## src/rtl/irq_chain_pkg.sv

```systemverilog
package irq_chain_pkg;
  parameter int unsigned DEF_NODES = 4;
  parameter int unsigned DEF_VEC_W = 8;
endpackage

```

## src/rtl/irq_chain_edge.sv

```systemverilog
module irq_chain_edge (
  input  logic clk_i,
  input  logic rst_ni,
  input  logic lvl_i,
  output logic rise_o
);
  logic lvl_q;
  always_ff @(posedge clk_i or negedge rst_ni)
    if (!rst_ni) lvl_q <= 1'b0;
    else         lvl_q <= lvl_i;
  assign rise_o = lvl_i & ~lvl_q;
endmodule

```

## src/rtl/irq_chain_node.sv

```systemverilog
module irq_chain_node (
  input  logic clk_i,
  input  logic rst_ni,
  input  logic req_i,
  input  logic ack_lvl_i,
  input  logic ack_rise_i,
  input  logic pass_i,
  output logic pass_o,
  output logic pending_o,
  output logic claim_o
);
  logic pending_q, claim_q, grant;

  assign grant  = pass_i & pending_q;
  assign pass_o = pass_i & ~pending_q;

  always_ff @(posedge clk_i or negedge rst_ni)
    if (!rst_ni) begin
      pending_q <= 1'b0;
      claim_q   <= 1'b0;
    end else begin
      // a new request in the claim cycle re-arms the node
      pending_q <= (pending_q & ~(ack_rise_i & grant)) | req_i;
      // claim decided only on the acknowledge rising edge
      claim_q   <= ack_rise_i ? grant : (claim_q & ack_lvl_i);
    end

  assign pending_o = pending_q;
  assign claim_o   = claim_q;
endmodule

```

## src/rtl/irq_chain_vmux.sv

```systemverilog
module irq_chain_vmux #(
  parameter int unsigned N_NODES = 4,
  parameter int unsigned VEC_W   = 8
) (
  input  logic [N_NODES-1:0]       sel_i,
  input  logic [N_NODES*VEC_W-1:0] data_i,
  output logic [VEC_W-1:0]         data_o
);
  always_comb begin
    data_o = '0;
    for (int k = 0; k < N_NODES; k++)
      data_o |= data_i[k*VEC_W +: VEC_W] & {VEC_W{sel_i[k]}};
  end
endmodule

```

## src/rtl/irq_ack_chain.sv

```systemverilog
module irq_ack_chain #(
  parameter int unsigned N_NODES = irq_chain_pkg::DEF_NODES,
  parameter int unsigned VEC_W   = irq_chain_pkg::DEF_VEC_W
) (
  input  logic                       clk_i,
  input  logic                       rst_ni,
  input  logic [N_NODES-1:0]         req_i,
  input  logic [N_NODES*VEC_W-1:0]   vec_cfg_i,
  input  logic                       ack_i,
  output logic                       irq_o,
  output logic [VEC_W-1:0]           vec_o,
  output logic                       vec_valid_o,
  output logic                       spurious_o
);
  logic               ack_rise;
  logic [N_NODES:0]   pass_w;
  logic [N_NODES-1:0] pending_w, claim_w;
  logic               spurious_q;

  irq_chain_edge u_edge (
    .clk_i  (clk_i),
    .rst_ni (rst_ni),
    .lvl_i  (ack_i),
    .rise_o (ack_rise)
  );

  assign pass_w[0] = 1'b1;

  for (genvar k = 0; k < N_NODES; k++) begin : g_node
    irq_chain_node u_node (
      .clk_i      (clk_i),
      .rst_ni     (rst_ni),
      .req_i      (req_i[k]),
      .ack_lvl_i  (ack_i),
      .ack_rise_i (ack_rise),
      .pass_i     (pass_w[k]),
      .pass_o     (pass_w[k+1]),
      .pending_o  (pending_w[k]),
      .claim_o    (claim_w[k])
    );
  end

  irq_chain_vmux #(.N_NODES(N_NODES), .VEC_W(VEC_W)) u_vmux (
    .sel_i  (claim_w),
    .data_i (vec_cfg_i),
    .data_o (vec_o)
  );

  // acknowledge fell off the end of the chain
  always_ff @(posedge clk_i or negedge rst_ni)
    if (!rst_ni) spurious_q <= 1'b0;
    else         spurious_q <= ack_rise & pass_w[N_NODES];

  assign irq_o       = |pending_w;
  assign vec_valid_o = |claim_w;
  assign spurious_o  = spurious_q;
endmodule

```

## config.mk

```make
export PLATFORM = sky130hd
export DESIGN_NAME = irq_ack_chain
export DESIGN_NICKNAME = d
export VERILOG_FILES = /design/src/rtl/irq_chain_pkg.sv /design/src/rtl/irq_chain_edge.sv /design/src/rtl/irq_chain_node.sv /design/src/rtl/irq_chain_vmux.sv /design/src/rtl/irq_ack_chain.sv
export SDC_FILE = /design/constraint.sdc
export NUM_CORES = 1
export LEC_CHECK = 0
export BUFFER_PORTS_ARGS = -buffer_cell sky130_fd_sc_hd__buf_2
export CELL_PAD_IN_SITES_DETAIL_PLACEMENT = 1
export CELL_PAD_IN_SITES_GLOBAL_PLACEMENT = 1
export CORE_MARGIN = 8
export CORE_UTILIZATION = 27
export CTS_CLUSTER_SIZE = 28
export DETAILED_ROUTE_END_ITERATION = 7
export PLACE_DENSITY_LB_ADDON = 0.08
export REMOVE_ABC_BUFFERS = 1
export SETUP_SLACK_MARGIN = 0.2
export SLEW_MARGIN = 0
export SYNTH_ARGS = -nofsm -noshare
export SYNTH_HDL_FRONTEND = slang
export SYNTH_SLANG_ARGS = --single-unit
```

## constraint.sdc

```tcl
create_clock -name clk_i -period 2 [get_ports clk_i]
set_input_delay 0.2 -clock clk_i [delete_from_list [all_inputs] [get_ports clk_i]]
set_output_delay 0.2 -clock clk_i [all_outputs]
set_load 0.05 [all_outputs]
```

-- Yosys cells after proc, flatten, opt, wreduce, memory -nomap -nowiden
Cells that the tools add are included.
- register bits after elaboration: 10
- logic and storage cells: 56
- multiplexer cells: 4
- bitwise logic cells: 40
- reductions and logical operators: 2
- operator list (kind ; number):
    $and A8 B8 Y8 ; 4
    $or A8 B8 Y8 ; 3
    $and A1 B1 Y1 ; 20
    $not A1 Y1 ; 9
    $reduce_or A4 Y1 ; 2
    $mux W1 ; 4
    $or A1 B1 Y1 ; 4

-- Depth between registers and ports, before layout
Gate-level depths: netlist of the first run.
- word-level depth: 8
- mapped depth: 3
- gate-level depth less buffers: 2

-- Hierarchy
From an unflattened synthesis of the first run, not the netlist that was laid out.
- cells, all modules: 67
- area total of the unflattened synthesis: 584.3 um^2
- modules (own cells, without submodules) (module ; instances ; cells each ; area an instance (um^2)):
    irq_chain_node ; 4 ; 8 ; 81.3
    irq_chain_vmux ; 1 ; 28 ; 170.2
    irq_ack_chain ; 1 ; 5 ; 50.0
    irq_chain_edge ; 1 ; 2 ; 38.8

-- Least setup slack after synthesis of the first run
No wires, ideal clock.
- path kind: reg-to-output
- start: register g_node[1].u_node.claim_q
- end: output vec_valid_o
- arrival time: 1.298 ns
- required time: 1.800 ns
- setup slack: 0.502 ns
- cell stages (with the launch flop): 3
- cell sequence: dfrtp_1 -> clkbuf_1 -> or4_1
- cells in the longest elaborated chain, start to end: 1
- RTL lines (element ; RTL line ; text):
    start: declaration ; irq_chain_node.sv:12 ; logic pending_q, claim_q, grant;
    start signal: assignment ; irq_chain_node.sv:25 ; claim_q <= ack_rise_i ? grant : (claim_q & ack_lvl_i);
    $reduce_or A4 Y1 ; irq_ack_chain.sv:55 ; assign vec_valid_o = |claim_w;
    end: declaration ; irq_ack_chain.sv:12 ; output logic vec_valid_o,
No other way between the ends.

-- Final worst setup path of the first run
- start: register g_node[2].u_node.claim_q
- end: output vec_valid_o
- cells in the longest elaborated chain, start to end: 1
- RTL lines (element ; RTL line):
    start: declaration ; irq_chain_node.sv:12
    start signal: assignment ; irq_chain_node.sv:25
    $reduce_or A4 Y1 ; irq_ack_chain.sv:55
No other way between the ends.

==> results of run 1 <==
-- final timing paths --
path	cells past startpoint	start	to
max	2	g_node[2].u_node.claim_o	vec_valid_o
min	2	req_i[2]	g_node[2].u_node.pending_o
max reg2reg	2	u_edge.lvl_q	g_node[2].u_node.pending_o
min reg2reg	1	g_node[2].u_node.pending_o	g_node[2].u_node.pending_o
max in group asynchronous	2	rst_ni	g_node[0].u_node.claim_o
min in group asynchronous	2	rst_ni	g_node[3].u_node.pending_o
-- power by group through the flow --
| stage | clock network, W | logic (W) | registers [W] |
|---|---|---|---|
| 6_report | 0.000184 | 0.000137 | 0.000218 |
| 4_1_cts | 0.000192 | 0.000139 | 0.000219 |
| 3_5_place_dp | 0 | 0.000137 | 0.000223 |
| 2_1_floorplan | 0 | 0.0000746 | 0.000220 |
| 3_3_place_gp | 0 | 0.000135 | 0.000223 |
| 5_1_grt | 0.000205 | 0.000149 | 0.000221 |
-- metal layers --
layer | routed length, um | vias up
li1 | - | 338
met1 | 956 | 304
met2 | 904 | 35
met3 | 229 | 2
met4 | 25 | 0
met5 | 0 | -
-- area by class of cell --
class | instances | area [sq um] | share of cell area
multi-input combinational | 47 | 318 | 0.352
timing repair buffer | 51 | 263 | 0.291
sequential | 10 | 250 | 0.277
clock buffer | 4 | 36.3 | 0.0402
tap | 28 | 35.0 | 0.0388
-- registers in the layout (all words and copies together) (netlist names) --
name and flops:
u_edge.lvl_q 1, g_node.u_node.pending_o 4, g_node.u_node.claim_o 4, spurious_o 1
-- placed cells by master, fill, tap and decap left out --
master and n:
or4b_1 2, buf_4 1, clkbuf_8 1, or3b_1 2, a21o_1 3, nand2_1 10, dfrtp_1 10, clkbuf_4 3
a32o_1 1, nor2_1 1, dlygate4sd3_1 1, mux2i_1 1, a22oi_1 16, a21boi_1 2, buf_2 49, a21oi_1 1
nand2b_1 2, or4_1 1, nor2b_1 1, nor3b_1 2, nor3_1 1, and3b_2 1
-- synth_stat cells, drive strengths merged --
| cell type | count |
|---|---|
| nor3 | 1 |
| a32o | 1 |
| nor3b | 2 |
| a21o | 3 |
| or3b | 2 |
| or4 | 1 |
| clkbuf | 4 |
| nand2b | 2 |
| nor2b | 1 |
| nor2 | 1 |
| dfrtp | 10 |
| and3b | 1 |
| a22oi | 16 |
| a21boi | 2 |
| nand2 | 10 |
| buf | 1 |
| a21oi | 1 |
| mux2i | 1 |
| or4b | 2 |
-- cells by family (layout without fill, tap and decap cells) --
logic type / count (synthesis) / after routing / synth area share
AO/OA/AOI/OAI: 23 / 23 / 0.286
AND/OR/NAND/NOR: 23 / 23 / 0.224
flip-flops: 10 / 10 / 0.414
buffers and inverters: 5 / 55 / 0.0600
multiplexers: 1 / 1 / 0.0166
-- through the flow --
| step | cell area [sq um] | instances | util | hold WS (ns) |
|---|---|---|---|---|
| 2_1_floorplan | 568 | 57 | - | -0.0956 |
| 3_3_place_gp | 856 | 135 | 0.394 | 0.0729 |
| 3_5_place_dp | 856 | 135 | 0.394 | 0.0746 |
| 4_1_cts | 902 | 140 | 0.416 | 0.0987 |
| 5_1_grt | 902 | 140 | 0.416 | 0.0918 |
| 6_report | 902 | 140 | 0.416 | 0.110 |
-- critical path: cells and delay by family (launching register included) --
kind | cells | cell delay, ns
AND/OR/NAND/NOR | 1 | 0.52
flip-flops | 1 | 0.48
buffers and inverters | 1 | 0.22
==> out/qor.log, run 1 <==
[clock_tree] PostCTS Resize Cnt 0
[power] register share of total power 0.404
[final_layout] nets@finish 152
[critical_path] category of the worst setup path capture point output port
[power] switching power total 0.000169 W
[timing] final max-slew violation count 0
[global_route] met1 GRT Util 0.125
[timing] time the final worst path needs with I/O delays and setup 1.70 ns
[critical_path] critical path, cell by cell or4_1 > buf_2
[detailed_routing] number of routed nets with antenna violations 0
[timing] RSZ-0062 raised after global routing false
[synthesis] area share of the leading cell type in the synthesized netlist 0.414
[status] run status finished clean
[critical_path] Worst Path Required 1.80 ns
[global_route] peak-usage layer in the global routing report met2
[synthesis] Syn Area/Cell 9.75 sq um
[floorplan] # rows 17
[global_route] antenna violations before repair 0
[floorplan] Die Wd 63.3 um
[global_route] maximum number of pins on one net before global-route repair 12
[clock_tree] number of buffers added for setup after CTS 0
[timing] Slew HR 0.699
[floorplan] initial core utilization 0.279
[detailed_routing] drt first pass iters 2
[global_route] first-pass GRT wire length 3480 um
[power] final total power 0.000540 W
[floorplan] height of the die 63.3 um
[flow_run] number of max-cap violations 0
[detailed_routing] Vias 679
[synthesis] largest area contributor in the synthesized netlist dfrtp_1
[critical_path] largest fanout on the critical path 10
[global_route] via count of the first global-routing pass 730
[timing] final worst setup slack 0.304 ns
[critical_path] delay of the slowest cell on the worst path 0.52 ns
[final_layout] fraction of final layout cells with drive strength greater than 1 0.491
[placement] Setup Slack @ Placement 0.588 ns
[critical_path] type of the worst setup path flip-flop to output port
[power] Cell Int Power 0.000372 W
[synthesis] synth unique cells 20
[power] areal power density over the cells 599 mW/mm^2
[detailed_routing] average detailed-routed wire length per instance 15.1 um
[synthesis] Yosys reg bits 10
[clock_tree] clock sink count 10
[synthesis] number of cells produced by synthesis 62
[timing] Fin. Hold Viols 0
[clock_tree] number of buffers added by the clock tree synthesis step 3
[clock_tree] latest clock arrival within the worst-skew pair 0.27 ns
[timing] # setup viols final 0
[power] Sw Share 0.312
[critical_path] R2R setup slack 0.66 ns
[critical_path] kind of start point of the critical path flip-flop
[synthesis] portion of the post-synthesis area used by sequential elements 0.414
[detailed_routing] total routed wirelength 2120 um
[global_route] global route total overflow 0
[clock_tree] H-tree levels 1
[timing] total negative slack for setup checks 0 ns
[synthesis] total number of yosys warnings 0
[final_layout] filler cell count 283
[timing] Period Utilization, post-route 0.848
[final_layout] P&R area growth vs syn 49.3%
[global_route] met2 demand-to-capacity share in global routing 0.159
[power] highest ir drop seen on vdd 0.000357 V
[detailed_routing] number of remaining DRC errors 0
[timing] worst slew pin tran 0.448 ns
[detailed_routing] vias per std cell 4.85
[timing] worst clock skew 0.00587 ns
[timing] Fmax 590 MHz
[clock_tree] clock-pin slew reported for the worst setup and hold paths after clock tree synthesis 0.06 ns
[floorplan] number of I/O pins 50
[clock_tree] number of buffers on the longest clock path 2
[floorplan] Core Footprint 0.00217 sq mm
[placement] Final GP Congestion 0.736
[placement] number of buffer cells added on primary ports 49
[critical_path] Arr. time, crit path 1.50 ns
[final_layout] antenna diode count 0
[synthesis] synth top area cells dfrtp_1 41%, a22oi_1 20%, nand2_1 6.2%
[clock_tree] clock tree from TritonCTS done
[clock_tree] clock root buffer clkbuf_4
[worst_hold_path] Worst Hold Class primary input to flip-flop
[power] leakage power figure 0.468 nW
[power] clock network fraction of total power 0.341
[global_route] grt met3 use 0.0442
[synthesis] post-synthesis instance area 604 sq um
[global_route] Global Route Usage Sum 0.105
[power] Comb pwr share 0.254
[placement] estimated wirelength of the detail-placed design 1680 um
[critical_path] critical-path cell with the highest stage delay or4_1
[detailed_routing] DRC marker count from the first detailed-route iteration 19
[clock_tree] Post-CTS Hold Fix Bufs 1
[floorplan] floorplan die area 0.00401 sq mm
Power figures use the tool's default switching activity.
==> inputs of run 2 (changes only) <==
--- a/config.mk
+++ b/config.mk
@@ -5,11 +5,13 @@
 export SDC_FILE = /design/constraint.sdc
 export NUM_CORES = 1
 export LEC_CHECK = 0
+export ABC_AREA = 1
 export BUFFER_PORTS_ARGS = -buffer_cell sky130_fd_sc_hd__buf_2
 export CELL_PAD_IN_SITES_DETAIL_PLACEMENT = 1
 export CELL_PAD_IN_SITES_GLOBAL_PLACEMENT = 1
+export CORE_ASPECT_RATIO = 2
 export CORE_MARGIN = 8
-export CORE_UTILIZATION = 27
+export CORE_UTILIZATION = 21
 export CTS_CLUSTER_SIZE = 28
 export DETAILED_ROUTE_END_ITERATION = 7
 export PLACE_DENSITY_LB_ADDON = 0.08
==> constraint.sdc (replaced) <==
create_clock -name clk_i -period 1.37 [get_ports clk_i]
set_input_delay 0.137 -clock clk_i [delete_from_list [all_inputs] [get_ports clk_i]]
set_output_delay 0.137 -clock clk_i [all_outputs]
set_load 0.05 [all_outputs]
==> run 2 against run 1 <==
Count of clock-buffer cells in the layout unchanged. Critical path depth increased by 2. Sequential power increased by 46%. Largest power group is now clock.
==> out/qor.log, run 2 <==
[timing] final worst setup slack 0.0975 ns [-0.207 ns]
[synthesis] number of cells produced by synthesis 89 [+44%]
[timing] Period Utilization, post-route 0.929
[critical_path] kind of start point of the critical path flip-flop
[synthesis] number of enable flip-flop cells after synthesis 0 [unchanged]
[critical_path] R2R setup slack 0.30 ns [-0.36 ns]
[timing] total negative slack for setup checks 0 ns [unchanged]
[final_layout] P&R area growth vs syn 78.5%
[detailed_routing] number of remaining DRC errors 0 [unchanged]
[critical_path] category of the worst setup path capture point output port
[critical_path] Crit. path cell count 4 [+2]
[global_route] maximum number of pins on one net before global-route repair 11 [-1]
[power] final total power 0.000950 W [+76%]
[synthesis] most instantiated library cell after synthesis nand2_1
[clock_tree] clock tree from TritonCTS done
[synthesis] portion of the post-synthesis area used by sequential elements 0.405 [-0.00922]
[final_layout] nets@finish 185 [+22%]
[detailed_routing] number of routed nets with antenna violations 0 [unchanged]
[placement] Setup Slack @ Placement 0.227 ns [-0.361 ns]
[floorplan] height of the die 92.7 um [+46%]
[status] run status finished clean
[clock_tree] H-tree levels 1 [unchanged]
[synthesis] synth top area cells dfrtp_1 40%, nand2_1 24%, nand4_1 8.1%
[detailed_routing] DRC marker count from the first detailed-route iteration 11 [-8]
[floorplan] number of I/O pins 50 [unchanged]
[critical_path] critical-path cell with the highest stage delay dfrtp_2
[detailed_routing] average detailed-routed wire length per instance 14.0 um [-7.1%]
[worst_hold_path] Worst Hold Class primary input to flip-flop
[clock_tree] number of buffers on the longest clock path 2 [unchanged]
[detailed_routing] Routed met3 length 238 um [+3.9%]
[global_route] global route total overflow 0 [unchanged]
[critical_path] buffers and inverters on the worst path 2 [+1]
[detailed_routing] total routed wirelength 2460 um [+16%]
[timing] # setup viols final 0 [unchanged]
[critical_path] launch point of the critical path g_node[0].u_node.claim_o
[power] highest ir drop seen on vdd 0.000460 V [+29%]
[critical_path] delay of the slowest cell on the worst path 0.43 ns [-0.09 ns]
[detailed_routing] drt first pass iters 2 [unchanged]
[clock_tree] number of buffers added by the clock tree synthesis step 3 [unchanged]
[final_layout] most frequent standard cell in the layout excluding fill and tap cells buf_2
[power] areal power density over the cells 860 mW/mm^2 [+44%]
[timing] worst slew pin tran 0.240 ns [-0.208 ns]
[floorplan] initial core utilization 0.215 [-0.0634]
[floorplan] # rows 28 [+11]
[synthesis] Primary FF master, synth dfrtp_1
[clock_tree] clock root buffer clkbuf_8
[synthesis] Yosys reg bits 10 [unchanged]
[synthesis] largest area contributor in the synthesized netlist dfrtp_1
[global_route] antenna violations before repair 0 [unchanged]
[timing] worst clock skew 0.00366 ns [-0.00222 ns]
[global_route] first-pass GRT wire length 3760 um [+8.1%]
[synthesis] commonest cells in the synthesized netlist 40 x nand2_1, 10 x dfrtp_1, 9 x inv_1, 8 x nand4_1
[critical_path] largest fanout on the critical path 5 [-5]
[detailed_routing] highest routed layer met4
[floorplan] Die Wd 54.4 um [-14%]
[flow_run] number of max-cap violations 0 [unchanged]
[clock_tree] clock sink count 10 [unchanged]
[synthesis] share of flip-flops with an asynchronous set or reset 1.00 [unchanged]
[critical_path] CP Capture Point vec_valid_o
[placement] number of buffer cells added on primary ports 49 [unchanged]
[floorplan] floorplan die area 0.00504 sq mm [+26%]
[synthesis] Syn Area/Cell 6.94 sq um [-29%]
[placement] estimated wirelength of the detail-placed design 1910 um [+13%]
[clock_tree] latest clock arrival within the worst-skew pair 0.24 ns [-0.03 ns]
[synthesis] synth unique cells 15 [-25%]
[timing] RSZ-0062 raised after global routing true
[placement] Final GP Congestion 0.658 [-11%]
[critical_path] most numerous cell on the critical path buf_6
[synthesis] post-synthesis instance area 618 sq um [+2.3%]
[critical_path] critical path, cell by cell buf_6 > nor2_2 > nand3_2 > buf_6
[timing] final max-slew violation count 0 [unchanged]
[synthesis] area share of the leading cell type in the synthesized netlist 0.405 [-0.00922]
[detailed_routing] vias per std cell 4.53 [-6.6%]
[critical_path] kind of cell with the highest combined delay on the critical path flip-flops
[floorplan] Core Footprint 0.00287 sq mm [+32%]
[critical_path] type of the worst setup path flip-flop to output port
[placement] Area after DPL 881 sq um [+2.9%]
[final_layout] fraction of final layout cells with drive strength greater than 1 0.545 [+0.0538]
[critical_path] Worst Path Required 1.23 ns [-0.57 ns]
[clock_tree] clock-pin slew reported for the worst setup and hold paths after clock tree synthesis 0.05 ns [about the same]
[global_route] Global Route Usage Sum 0.101 [-0.00444]
[critical_path] number of cells on the worst reg-to-reg path 6 [+4]
[detailed_routing] Metal-1 WL 806 um [-16%]
[timing] Slew HR 0.840 [+0.141]
[detailed_routing] met2 WL post-DR 1320 um [+46%]
[final_layout] commonest cells after routing, fill and taps aside 39 x buf_2, 35 x nand2_1, 12 x buf_6
[final_layout] antenna diode count 0 [unchanged]
[power] leakage power figure 0.570 nW [+22%]
[timing] time the final worst path needs with I/O delays and setup 1.27 ns
[detailed_routing] Vias 793 [+17%]
[final_layout] final standard cell area without fillers 0.00110 sq mm [+22%]
[global_route] via count of the first global-routing pass 884 [+21%]
[critical_path] startpoint of the most critical register-to-register path g_node[1].u_node.pending_o
[critical_path] FF-to-FF End g_node[3].u_node.pending_o
[timing] Fin. Hold Viols 0 [unchanged]
[critical_path] Arr. time, crit path 1.14 ns [-0.36 ns]
[synthesis] total number of yosys warnings 0 [unchanged]
[timing] Fmax 786 MHz
run 2: cell type report:
| class | instances | area, sq um |
|---|---|---|
| fill | 381 | 1770 |
| timing repair buffer | 56 | 378 |
| multi-input combinational | 65 | 340 |
| sequential | 10 | 255 |
| clock buffer | 4 | 55.1 |
| inverter | 10 | 37.5 |
| tap | 30 | 37.5 |
run 2: repair_timing:
action                                 4_1_cts  5_1_grt
gates resized for setup                     17       23
endpoints found under the hold margin       10        0
setup endpoints to repair                   10       10
pin swaps                                    1        4
hold buffers                                 1        0
buffers inserted                             2        4
run 2: power by group:
group,internal [W],leakage [nW],total (W),switching [W]
logic,0.000111,0.430,0.000257,0.000146
registers,0.000305,0.110,0.000318,0.0000134
clock network,0.000253,0.0288,0.000374,0.000121
run 2: metrics by stage:
step           std cells  utilization  hold WS, ns
4_1_cts              171        0.350       0.0770
3_3_place_gp         164        0.307       0.0150
6_report             175        0.384       0.0848
2_1_floorplan         85            -       -0.159
3_5_place_dp         164        0.307       0.0157
5_1_grt              175        0.384       0.0822
run 2: worst min path at each step:
stage / startpoint / endpoint / slack (ns) / depth (start not counted)
after global routing: ack_i / u_edge.lvl_q / 0.08 / 1
after global placement: rst_ni / spurious_o / 0.01 / 1
after floorplan: rst_ni / g_node[0].u_node.claim_o / -0.16 / 0
final: ack_i / u_edge.lvl_q / 0.08 / 1
after detailed placement: rst_ni / spurious_o / 0.02 / 1
after CTS: ack_i / u_edge.lvl_q / 0.08 / 1
run 2: per-layer routing:
metal,up-vias,GRT usage
li1,392,-
met1,363,0.0965
met2,31,0.165
met3,7,0.0337
met4,0,0.0744
met5,-,0
run 2: cells by family (layout without fill, tap and decap cells):
| kind of cell | Yosys count | after routing | share of synthesized area |
|---|---|---|---|
| flip-flops | 10 | 10 | 0.405 |
| AND/OR/NAND/NOR | 59 | 59 | 0.439 |
| AO/OA/AOI/OAI | 6 | 6 | 0.0627 |
| buffers and inverters | 14 | 70 | 0.0931 |
==> inputs of run 3 (changes only) <==
--- a/config.mk
+++ b/config.mk
@@ -5,19 +5,19 @@
 export SDC_FILE = /design/constraint.sdc
 export NUM_CORES = 1
 export LEC_CHECK = 0
-export ABC_AREA = 1
+export ABC_AREA = 0
 export BUFFER_PORTS_ARGS = -buffer_cell sky130_fd_sc_hd__buf_2
 export CELL_PAD_IN_SITES_DETAIL_PLACEMENT = 1
 export CELL_PAD_IN_SITES_GLOBAL_PLACEMENT = 1
 export CORE_ASPECT_RATIO = 2
 export CORE_MARGIN = 8
-export CORE_UTILIZATION = 21
+export CORE_UTILIZATION = 23
 export CTS_CLUSTER_SIZE = 28
 export DETAILED_ROUTE_END_ITERATION = 7
 export PLACE_DENSITY_LB_ADDON = 0.08
 export REMOVE_ABC_BUFFERS = 1
 export SETUP_SLACK_MARGIN = 0.2
-export SLEW_MARGIN = 0
+export SLEW_MARGIN = 20
 export SYNTH_ARGS = -nofsm -noshare
 export SYNTH_HDL_FRONTEND = slang
 export SYNTH_SLANG_ARGS = --single-unit
==> run 3 against run 2 <==
Critical endpoint unchanged. Flip-flop and latch count is the same. Combinational power grew 9.7%. Via count shrank 4.4%. Largest cell class is now multi-input gates. The flow now finishes with violations (setup timing).
==> out/qor.log, run 3 (synthesis gave the netlist of run 1 again) <==
[status] run status complete, but fails checks
[status] violations in the final reports setup timing
[global_route] antenna violations before repair 0 [unchanged]
[floorplan] # rows 26 [-7.1%]
[detailed_routing] DRC marker count from the first detailed-route iteration 6 [-5]
[power] clock network fraction of total power 0.336 [-0.058]
[final_layout] P&R area growth vs syn 91.7%
[critical_path] kind of cell with the highest combined delay on the critical path simple AND/OR/NAND/NOR gates
[power] highest ir drop seen on vdd 0.000588 V [+28%]
[global_route] met2 demand-to-capacity share in global routing 0.198 [+0.0324]
[critical_path] largest fanout on the critical path 2 [-3]
[final_layout] nets@finish 161 [-13%]
[timing] Fmax 690 MHz [-12%]
[power] Comb pwr share 0.313 [+0.042]
[global_route] first-pass GRT wire length 3700 um [-1.6%]
[floorplan] Core Footprint 0.00254 sq mm [-12%]
[global_route] grt met3 use 0.0253 [-0.00846]
[critical_path] type of the worst setup path flip-flop to output port
[clock_tree] clock-pin slew reported for the worst setup and hold paths after clock tree synthesis 0.05 ns [about the same]
[flow_run] number of max-cap violations 0 [unchanged]
[power] final total power 0.000903 W [-4.9%]
[floorplan] floorplan die area 0.00462 sq mm [-8.3%]
[detailed_routing] average detailed-routed wire length per instance 16.4 um [+17%]
[timing] final max-slew violation count 0 [unchanged]
[clock_tree] latest clock arrival within the worst-skew pair 0.23 ns [about the same]
[global_route] global route total overflow 0 [unchanged]
[power] Sw Share 0.304 [+0.00925]
[final_layout] most frequent standard cell in the layout excluding fill and tap cells buf_2
[floorplan] height of the die 88.5 um [-4.6%]
[detailed_routing] total routed wirelength 2430 um [-1.1%]
[global_route] Global Route Usage Sum 0.104 [+0.00352]
[floorplan] initial core utilization 0.238 [+0.0230]
[placement] Final GP Congestion 0.715 [+8.6%]
[critical_path] R2R setup slack 0.14 ns [-0.16 ns]
[global_route] met1 GRT Util 0.0914 [-0.00509]
[critical_path] startpoint of the most critical register-to-register path u_edge.lvl_q
[placement] Setup Slack @ Placement 0.106 ns [-0.122 ns]
[timing] worst clock skew 0.000716 ns [-0.00294 ns]
[timing] RSZ-0062 raised after global routing true
[final_layout] commonest cells after routing, fill and taps aside 39 x buf_2, 16 x a22oi_2, 15 x buf_6
[power] leakage power figure 0.553 nW [-2.9%]
[timing] Fin. Hold Viols 0 [unchanged]
[critical_path] critical path, cell by cell or4_4 > buf_6
[timing] # setup viols final 1 [+1]
[floorplan] Die Wd 52.2 um [-3.9%]
[detailed_routing] Vias 758 [-4.4%]
[timing] time the final worst path needs with I/O delays and setup 1.45 ns [+0.176 ns]
[worst_hold_path] hold worst-path end g_node[2].u_node.pending_o
[timing] worst slew pin tran 0.252 ns [+0.0119 ns]
[clock_tree] clock root buffer clkbuf_8
[detailed_routing] number of remaining DRC errors 0 [unchanged]
[power] register share of total power 0.352 [+0.017]
[global_route] peak-usage layer in the global routing report met2
[critical_path] category of the worst setup path capture point output port
[final_layout] filler cell count 312 [-18%]
[critical_path] buffers and inverters on the worst path 1 [-1]
[critical_path] critical-path cell with the highest stage delay or4_4
[critical_path] kind of start point of the critical path flip-flop
[power] switching power total 0.000275 W [-1.9%]
[floorplan] number of I/O pins 50 [unchanged]
[worst_hold_path] instance count along the most critical hold path 2 [+1]
[worst_hold_path] Worst Hold Class primary input to flip-flop
[clock_tree] clock sink count 10 [unchanged]
[critical_path] number of cells on the worst reg-to-reg path 2 [-4]
[detailed_routing] vias per std cell 5.12 [+13%]
[critical_path] FF-to-FF End g_node[2].u_node.pending_o
[detailed_routing] drt first pass iters 2 [unchanged]
[critical_path] Worst Path Required 1.23 ns [about the same]
[timing] Period Utilization, post-route 1.06 [+0.128]
[power] areal power density over the cells 779 mW/mm^2 [-9.4%]
[global_route] via count of the first global-routing pass 812 [-8.1%]
[worst_hold_path] startpoint of the lowest-slack hold path req_i[2]
[final_layout] antenna diode count 0 [unchanged]
[power] Cell Int Power 0.000628 W [-6.2%]
[timing] Slew HR 0.833 [-0.00679]
[critical_path] delay of the slowest cell on the worst path 0.54 ns [+0.11 ns]
[detailed_routing] number of routed nets with antenna violations 0 [unchanged]
[clock_tree] number of buffers on the longest clock path 2 [unchanged]
[timing] final worst setup slack -0.0782 ns [-0.176 ns]
[global_route] maximum number of pins on one net before global-route repair 11 [unchanged]
[critical_path] Arr. time, crit path 1.31 ns [+0.17 ns]
[placement] number of buffer cells added on primary ports 49 [unchanged]
[clock_tree] H-tree levels 1 [unchanged]
[clock_tree] clock tree from TritonCTS done
[final_layout] fraction of final layout cells with drive strength greater than 1 0.708 [+0.164]
[clock_tree] number of buffers added by the clock tree synthesis step 3 [unchanged]
==> run 3: cell types whose count changed in the layout (fill, tap and decap cells not counted), sizes merged, moves of 3 or more <==
cell and delta:
nor2 -3, a22oi +16, inv -10, o21ai -4, buf +4, nand3 -6
a21o +3, nand2 -31, nand4 -8
==> run 3: per-layer routing <==
metal  wire length, um  share of wire  up-vias
li1                  -              -      354
met1               770           0.32      363
met2              1370           0.56       37
met3               247           0.10        4
met4                40          0.016        0
met5                 0              0        -
==> run 3: worst max path at each step <==
stage | start | endpoint | slack, ns | cells past startpoint
floorplan | g_node[1].u_node.claim_o | vec_valid_o | 0.01 | 1
global placement | u_edge.lvl_q | g_node[2].u_node.pending_o | 0.13 | 2
detailed placement | u_edge.lvl_q | g_node[2].u_node.pending_o | 0.11 | 2
CTS | g_node[1].u_node.claim_o | vec_valid_o | -0.09 | 2
global route | g_node[1].u_node.claim_o | vec_valid_o | -0.11 | 2
finish | g_node[1].u_node.claim_o | vec_valid_o | -0.08 | 2
==> run 3: power groups by stage <==
| stage | sequential (W) | combinational [W] | clock, W |
|---|---|---|---|
| after global routing | 0.000319 | 0.000301 | 0.000322 |
| after detailed placement | 0.000319 | 0.000215 | 0 |
| after CTS | 0.000316 | 0.000281 | 0.000313 |
| final | 0.000317 | 0.000282 | 0.000303 |
| after global placement | 0.000318 | 0.000213 | 0 |
| after floorplan | 0.000322 | 0.000109 | 0 |
==> run 3: stage by stage <==
stage                     cells  setup TNS (ns)  hold slack (ns)  instance area [sq um]   util
after floorplan              57               0           -0.159                    568      -
after global placement      140               0           0.0128                    893  0.352
after detailed placement    140               0           0.0163                    893  0.352
after CTS                   147         -0.0985           0.0747                   1120  0.441
after global routing        148          -0.180           0.0745                   1160  0.457
final                       148         -0.0782           0.0776                   1160  0.457
==> run 3: layout make-up <==
type / instances / area [sq um] / area share
Tap cell: 28 / 35.0 / 0.0302
Clock buffer: 3 / 41.3 / 0.0356
Timing Repair Buffer: 60 / 412 / 0.355
Sequential cell: 10 / 254 / 0.219
Multi-Input combinational cell: 47 / 417 / 0.360
==> run 3: timing repair <==
item	4_1_cts	5_1_grt
resized for setup	41	8
setup buffers	2	1
gates cloned	1	0
pin swaps	9	3
endpoints found under the setup margin	14	13
hold endpoints to repair	10	0
hold buffers	1	0
